<file path="src/rtl/thermal_gov_pkg.sv">
package thermal_gov_pkg;

    // Position of a temperature sample relative to the target band
    typedef enum logic [1:0] {
        ZONE_NEUTRAL = 2'd0,   // target .. target+hyst
        ZONE_HOT     = 2'd1,   // above target+hyst
        ZONE_BAND    = 2'd2,   // target-hyst .. below target
        ZONE_COLD    = 2'd3    // below target-hyst
    } temp_zone_e;

    localparam int GOV_MULT_W   = 8;
    localparam int GOV_TEMP_W   = 10;
    localparam int GOV_HOLD_W   = 16;
    localparam int GOV_MIN_MULT = 1;
    localparam int GOV_DEF_MULT = 95;
    localparam int GOV_MAX_MULT = 125;

endpackage

</file>
<file path="src/rtl/thermal_zone_classifier.sv">
module thermal_zone_classifier
    import thermal_gov_pkg::*;
#(
    parameter int TEMP_W = GOV_TEMP_W
) (
    input  logic signed [TEMP_W-1:0] temp,
    input  logic signed [TEMP_W-1:0] target,
    input  logic        [TEMP_W-2:0] hyst,
    output temp_zone_e               zone
);
    localparam int EW = TEMP_W + 2;

    logic signed [EW-1:0] t_x, tg_x, h_x, hi_x, lo_x;

    always_comb begin
        t_x  = {{2{temp[TEMP_W-1]}}, temp};
        tg_x = {{2{target[TEMP_W-1]}}, target};
        h_x  = $signed({3'b000, hyst});
        hi_x = tg_x + h_x;
        lo_x = tg_x - h_x;
        if (t_x > hi_x)
            zone = ZONE_HOT;
        else if (t_x >= tg_x)
            zone = ZONE_NEUTRAL;
        else if (t_x >= lo_x)
            zone = ZONE_BAND;
        else
            zone = ZONE_COLD;
    end

endmodule

</file>
<file path="src/rtl/thermal_holdoff_timer.sv">
module thermal_holdoff_timer
    import thermal_gov_pkg::*;
#(
    parameter int HOLD_W = GOV_HOLD_W
) (
    input  logic              clk,
    input  logic              rst,
    input  logic              load,
    input  logic [HOLD_W-1:0] load_val,
    output logic              expired
);
    logic [HOLD_W-1:0] remain_q;

    always_ff @(posedge clk) begin
        if (rst)
            remain_q <= '0;
        else if (load)
            remain_q <= load_val;
        else if (remain_q != '0)
            remain_q <= remain_q - 1'b1;
    end

    assign expired = (remain_q == '0);

endmodule

</file>
<file path="src/rtl/thermal_governor.sv">
module thermal_governor
    import thermal_gov_pkg::*;
#(
    parameter int MULT_W   = GOV_MULT_W,
    parameter int TEMP_W   = GOV_TEMP_W,
    parameter int HOLD_W   = GOV_HOLD_W,
    parameter int MIN_MULT = GOV_MIN_MULT,
    parameter int DEF_MULT = GOV_DEF_MULT,
    parameter int MAX_MULT = GOV_MAX_MULT
) (
    input  logic                     clk,
    input  logic                     rst,
    input  logic                     sample_valid,
    input  logic signed [TEMP_W-1:0] sample_temp,
    input  logic signed [TEMP_W-1:0] target_temp,
    input  logic        [TEMP_W-2:0] hysteresis,
    input  logic        [MULT_W-1:0] abs_max,
    input  logic        [HOLD_W-1:0] holdoff_cycles,
    input  logic                     req_valid,
    input  logic        [MULT_W-1:0] req_mult,
    output logic        [MULT_W-1:0] mult_out,
    output logic        [MULT_W-1:0] ceiling_out,
    output logic                     mult_changed
);
    localparam logic [MULT_W-1:0] MIN_M = MULT_W'(MIN_MULT);
    localparam logic [MULT_W-1:0] DEF_M = MULT_W'(DEF_MULT);
    localparam logic [MULT_W-1:0] MAX_M = MULT_W'(MAX_MULT);

    temp_zone_e        zone;
    logic              hold_expired;
    logic              reduce;
    logic [MULT_W-1:0] mult_q, ceil_q, mult_n, ceil_n;
    logic              changed_q;

    thermal_zone_classifier #(.TEMP_W(TEMP_W)) u_zone (
        .temp   (sample_temp),
        .target (target_temp),
        .hyst   (hysteresis),
        .zone   (zone)
    );

    thermal_holdoff_timer #(.HOLD_W(HOLD_W)) u_hold (
        .clk      (clk),
        .rst      (rst),
        .load     (reduce),
        .load_val (holdoff_cycles),
        .expired  (hold_expired)
    );

    always_comb begin
        mult_n = mult_q;
        ceil_n = ceil_q;
        reduce = 1'b0;
        if (sample_valid) begin
            unique case (zone)
                ZONE_HOT: begin
                    if (hold_expired) begin
                        reduce = 1'b1;
                        if (mult_q > MIN_M)
                            mult_n = mult_q - 1'b1;
                        ceil_n = mult_n;
                    end
                end
                ZONE_COLD: begin
                    if (ceil_q < abs_max)
                        ceil_n = abs_max;
                end
                ZONE_BAND: begin
                    if ((ceil_q < abs_max) && (mult_q == ceil_q))
                        ceil_n = ceil_q + 1'b1;
                end
                default: ;
            endcase
        end else if (req_valid) begin
            if (req_mult < MIN_M)
                mult_n = MIN_M;
            else if (req_mult > ceil_q)
                mult_n = ceil_q;
            else
                mult_n = req_mult;
        end
    end

    always_ff @(posedge clk) begin
        if (rst) begin
            mult_q    <= DEF_M;
            ceil_q    <= MAX_M;
            changed_q <= 1'b0;
        end else begin
            mult_q    <= mult_n;
            ceil_q    <= ceil_n;
            changed_q <= (mult_n != mult_q);
        end
    end

    assign mult_out     = mult_q;
    assign ceiling_out  = ceil_q;
    assign mult_changed = changed_q;

    assert_floor_R4: assert property (@(posedge clk) disable iff (rst)
        mult_q >= MIN_M);

    assert_under_ceiling_R12: assert property (@(posedge clk) disable iff (rst)
        mult_q <= ceil_q);

    assert_step_down_R2: assert property (@(posedge clk) disable iff (rst)
        (sample_valid && zone == ZONE_HOT && hold_expired && mult_q > MIN_M)
        |=> (mult_q == $past(mult_q) - 1'b1) && (ceil_q == mult_q));

    assert_holdoff_R3: assert property (@(posedge clk) disable iff (rst)
        !hold_expired |=> ceil_q >= $past(ceil_q));

    assert_idle_sample_R8: assert property (@(posedge clk) disable iff (rst)
        !sample_valid |=> $stable(ceil_q));

    assert_pulse_R11: assert property (@(posedge clk) disable iff (rst)
        !rst |=> (mult_changed == (mult_q != $past(mult_q))));

    assert_cold_snap_R5: assert property (@(posedge clk) disable iff (rst)
        (sample_valid && zone == ZONE_COLD && ceil_q < abs_max)
        |=> ceil_q == $past(abs_max));

endmodule

</file>
<file path="config.mk">
export PLATFORM = sky130hd
export DESIGN_NAME = thermal_governor
export DESIGN_NICKNAME = d
export VERILOG_FILES = /design/src/rtl/thermal_gov_pkg.sv /design/src/rtl/thermal_zone_classifier.sv /design/src/rtl/thermal_holdoff_timer.sv /design/src/rtl/thermal_governor.sv
export SDC_FILE = /design/constraint.sdc
export NUM_CORES = 1
export LEC_CHECK = 0
export CELL_PAD_IN_SITES_DETAIL_PLACEMENT = 1
export CELL_PAD_IN_SITES_GLOBAL_PLACEMENT = 1
export CORE_MARGIN = 3
export CORE_UTILIZATION = 45
export DETAILED_ROUTE_END_ITERATION = 8
export DONT_BUFFER_PORTS = 1
export PLACE_DENSITY_LB_ADDON = 0.3
export SYNTH_ARGS = -nofsm -noshare
export SYNTH_HDL_FRONTEND = slang
export SYNTH_SLANG_ARGS = --single-unit
</file>
<file path="constraint.sdc">
create_clock -name clk -period 10.2 [get_ports clk]
set_input_delay 2.04 -clock clk [delete_from_list [all_inputs] [get_ports clk]]
set_output_delay 2.04 -clock clk [all_outputs]
set_load 0.01 [all_outputs]
</file>
==> out/qor.yml <==
grt.total_usage_pct: 23.6
max_stage_delay_ns: 0.42
drive_above_1_share_pct: 3.48
power.density_nw_per_um2: 164
cap_violations: 0
clockBufferDepth: 2
whs_path_depth: 2
dr.pass1.iters: 4
rsz0062_at_grt: "no"
worstPathRequired_ns: 10.38
period_share_pct: 61.4
yosys_register_bits: 33
viasPerCell: 6.07
fmax_mhz: 160
crit_buf_inv: 2
hpwl_um: 10500
syn-cell-area_um2: 4380
hold_end: "u_hold.remain_q[1]"
setup_viol: 0
tightest_slew_ns: 0.853
timing.hold.worst.start: "u_hold.remain_q[1]"
ir_drop_mv: 0.0668
layout.nets: 709
numCtsBuffers: 5
syn_avg_cell_area_um2: 7.47
async_flop_share_pct: 0
synthDistinctLibCells: 61
final_cell_mix: "69 x ha_1, 62 x inv_1, 53 x a21oi_1, 53 x nor2_1, 37 x nand2_1"
final_common_cell: "ha_1"
timing.rr.start: "u_hold.remain_q[3]"
grt_overflow: 0
clk_latency_ns: 0.29
initial_core_util_pct: 46.9
ctsHoldBuffers: 0
seq_area_um2: 661
r2r_setup_slack_ns: 6.63
grt_antenna_before_repair: 0
ys.flop_type: "dfxtp_1"
postCtsSetupBuffers: 0
drt-wirelength-per-cell_um: 18.6
crit_top_cell: "a21oi_1"
yosysWarnings: 0
cts_resized: 0
die_h_um: 105
syn_inst: 586
fin_tns_setup_ns: 0
core_area_um2: 9330
status: "finished clean"
num_rows: 35
criticalPathCategory: "in2reg"
crit_arrival_ns: 6.44
end_kind: "flip-flop"
relSlewSlack_pct: 41.7
die_w_um: 105
fin_ws_ns: 3.94
dr_total_vias: 4273
cp_max_fo: 10
n_fill_cell: 1189
synth_seq_area_share_pct: 15.1
dpl_worst_slack_ns: 3.73
port_buffers: 0
ios: 82
die-area_um2: 11000
hp-class: "reg2reg"
crit_path_cell_trace: "inv_1, ha_1, inv_1, fa_1, a21o_1, a21oi_1, o21ai_0, a21oi_1, nor2b_1, o21ai_0, a21o_1, a21oi_1, ha_1, nand4_1, nor3_1, o21ai_0, nand3_1, a21o_1, mux2i_1, a21oi_1, a221o_1"
reg2reg_to: "ceiling_out[3]"
grt_pass1_wl_um: 21700
hold_violations: 0
drv_slew: 0
area_delta_synth_final_pct: 4.31
crit_slowest_cell: "a21o_1"
first_iter_violations: 206
cts_max_level: 2
synth_nets: 722
synth_edf_count: 0
cts_tree: "built"
root_buffer: "clkbuf_8"
rr_worst_depth: 8
crit_family: "compound AO/OA/AOI/OAI gates"
period_needed_ns: 6.26
grt_pass1_vias: 4588
multi_input_area_um2: 3390
p_leak_uw: 0.00207
drt_wl_total_um: 13100
crit_path_start_kind: "primary input"
drc: 0
final_cell_area_um2: 4570
grt_start_max_net_pins: 36
ant_nets: 0
cts_sinks: 33
gp_congestion: 0.838
fin_worst_skew_ns: 0.00422
clkTransAtPathRegs_ns: 0.07
dpl_cell_area_um2: 4450
cell type report:
| cell class | instances | area share, % |
|---|---|---|
| antenna | 1 | 0.0548 |
| clock inverter | 1 | 0.657 |
| clock buffer | 7 | 1.89 |
| multi-input combinational | 470 | 74.1 |
| tap | 129 | 3.53 |
| sequential | 33 | 14.5 |
| inverter | 62 | 5.09 |
| timing repair buffer | 1 | 0.164 |
tightest hold or removal path, stage by stage (launching register included):
cell	delay (ns)
dfxtp_1	0.33
nand3_1	0.07
a21oi_1	0.06
metrics by stage:
step | cells | utilization, % | power, uW | hold WS, ns
finish | 704 | 49.0 | 749 | 0.492
global route | 703 | 48.9 | 820 | 0.533
CTS | 703 | 48.9 | 753 | 0.496
detailed placement | 695 | 47.7 | 618 | 0.486
global placement | 695 | 47.7 | 595 | 0.467
floorplan | 586 | - | 533 | 0.461
synthesized netlist by cell type (all sizes together), types with 6 or more instances:
cell,n,area [um^2]
a211oi,9,67.6
a21o,12,90.1
a21oi,53,265
a31oi,9,56.3
and2,6,40.0
and3,6,37.5
clkbuf,16,60.1
dfxtp,33,661
ha,69,863
inv,62,233
mux2i,16,160
nand2,37,139
nand2b,9,56.3
nand3,12,60.1
nand4,6,37.5
nor2,53,199
nor2b,11,68.8
nor3,23,120
nor4,13,81.3
o211ai,7,52.6
o21ai,22,110
or3,6,37.5
xnor2,24,210
xor2,16,140
routing by layer:
| metal | global-route usage (%) | routed length [um] | part of all wire (%) |
|---|---|---|---|
| met5 | 0 | 0 | 0 |
| met4 | 8.34 | 314 | 2.4 |
| met3 | 4.26 | 599 | 4.6 |
| met2 | 44.6 | 6790 | 52 |
| met1 | 26.3 | 5370 | 41 |
how the worst max path moves through the flow:
stage	to	slack (ns)	cells after the start	startpoint
final	ceiling_out[2]	3.94	21	target_temp[0]
after global routing	ceiling_out[0]	3.67	21	target_temp[0]
after CTS	ceiling_out[2]	4.03	21	target_temp[0]
after global placement	ceiling_out[3]	3.81	21	target_temp[0]
after detailed placement	ceiling_out[3]	3.73	21	target_temp[0]
after floorplan	ceiling_out[3]	4.39	22	target_temp[0]
report_power, final:
group	internal (uW)	switching (uW)
clock network	79.7	51.4
logic	179	225
registers	160	54.7
cells by family (layout without fill, tap and decap cells):
logic type | count (synthesis) | in the layout | share of synthesized area (%)
XOR/XNOR | 40 | 40 | 8.00
other | 0 | 1 | 0
flip-flops | 33 | 33 | 15.1
multiplexers | 16 | 16 | 3.66
buffers and inverters | 83 | 71 | 7.57
adder cells (fa/ha/maj) | 71 | 71 | 20.6
AND/OR/NAND/NOR | 193 | 193 | 22.4
AO/OA/AOI/OAI | 150 | 150 | 22.7
flip-flops by register name, indices dropped and copies added, names as in the netlist:
register         flops
u_hold.remain_q     16
ceiling_out          8
mult_out             8
mult_changed         1
No activity file was read; power rests on OpenSTA's default activity.
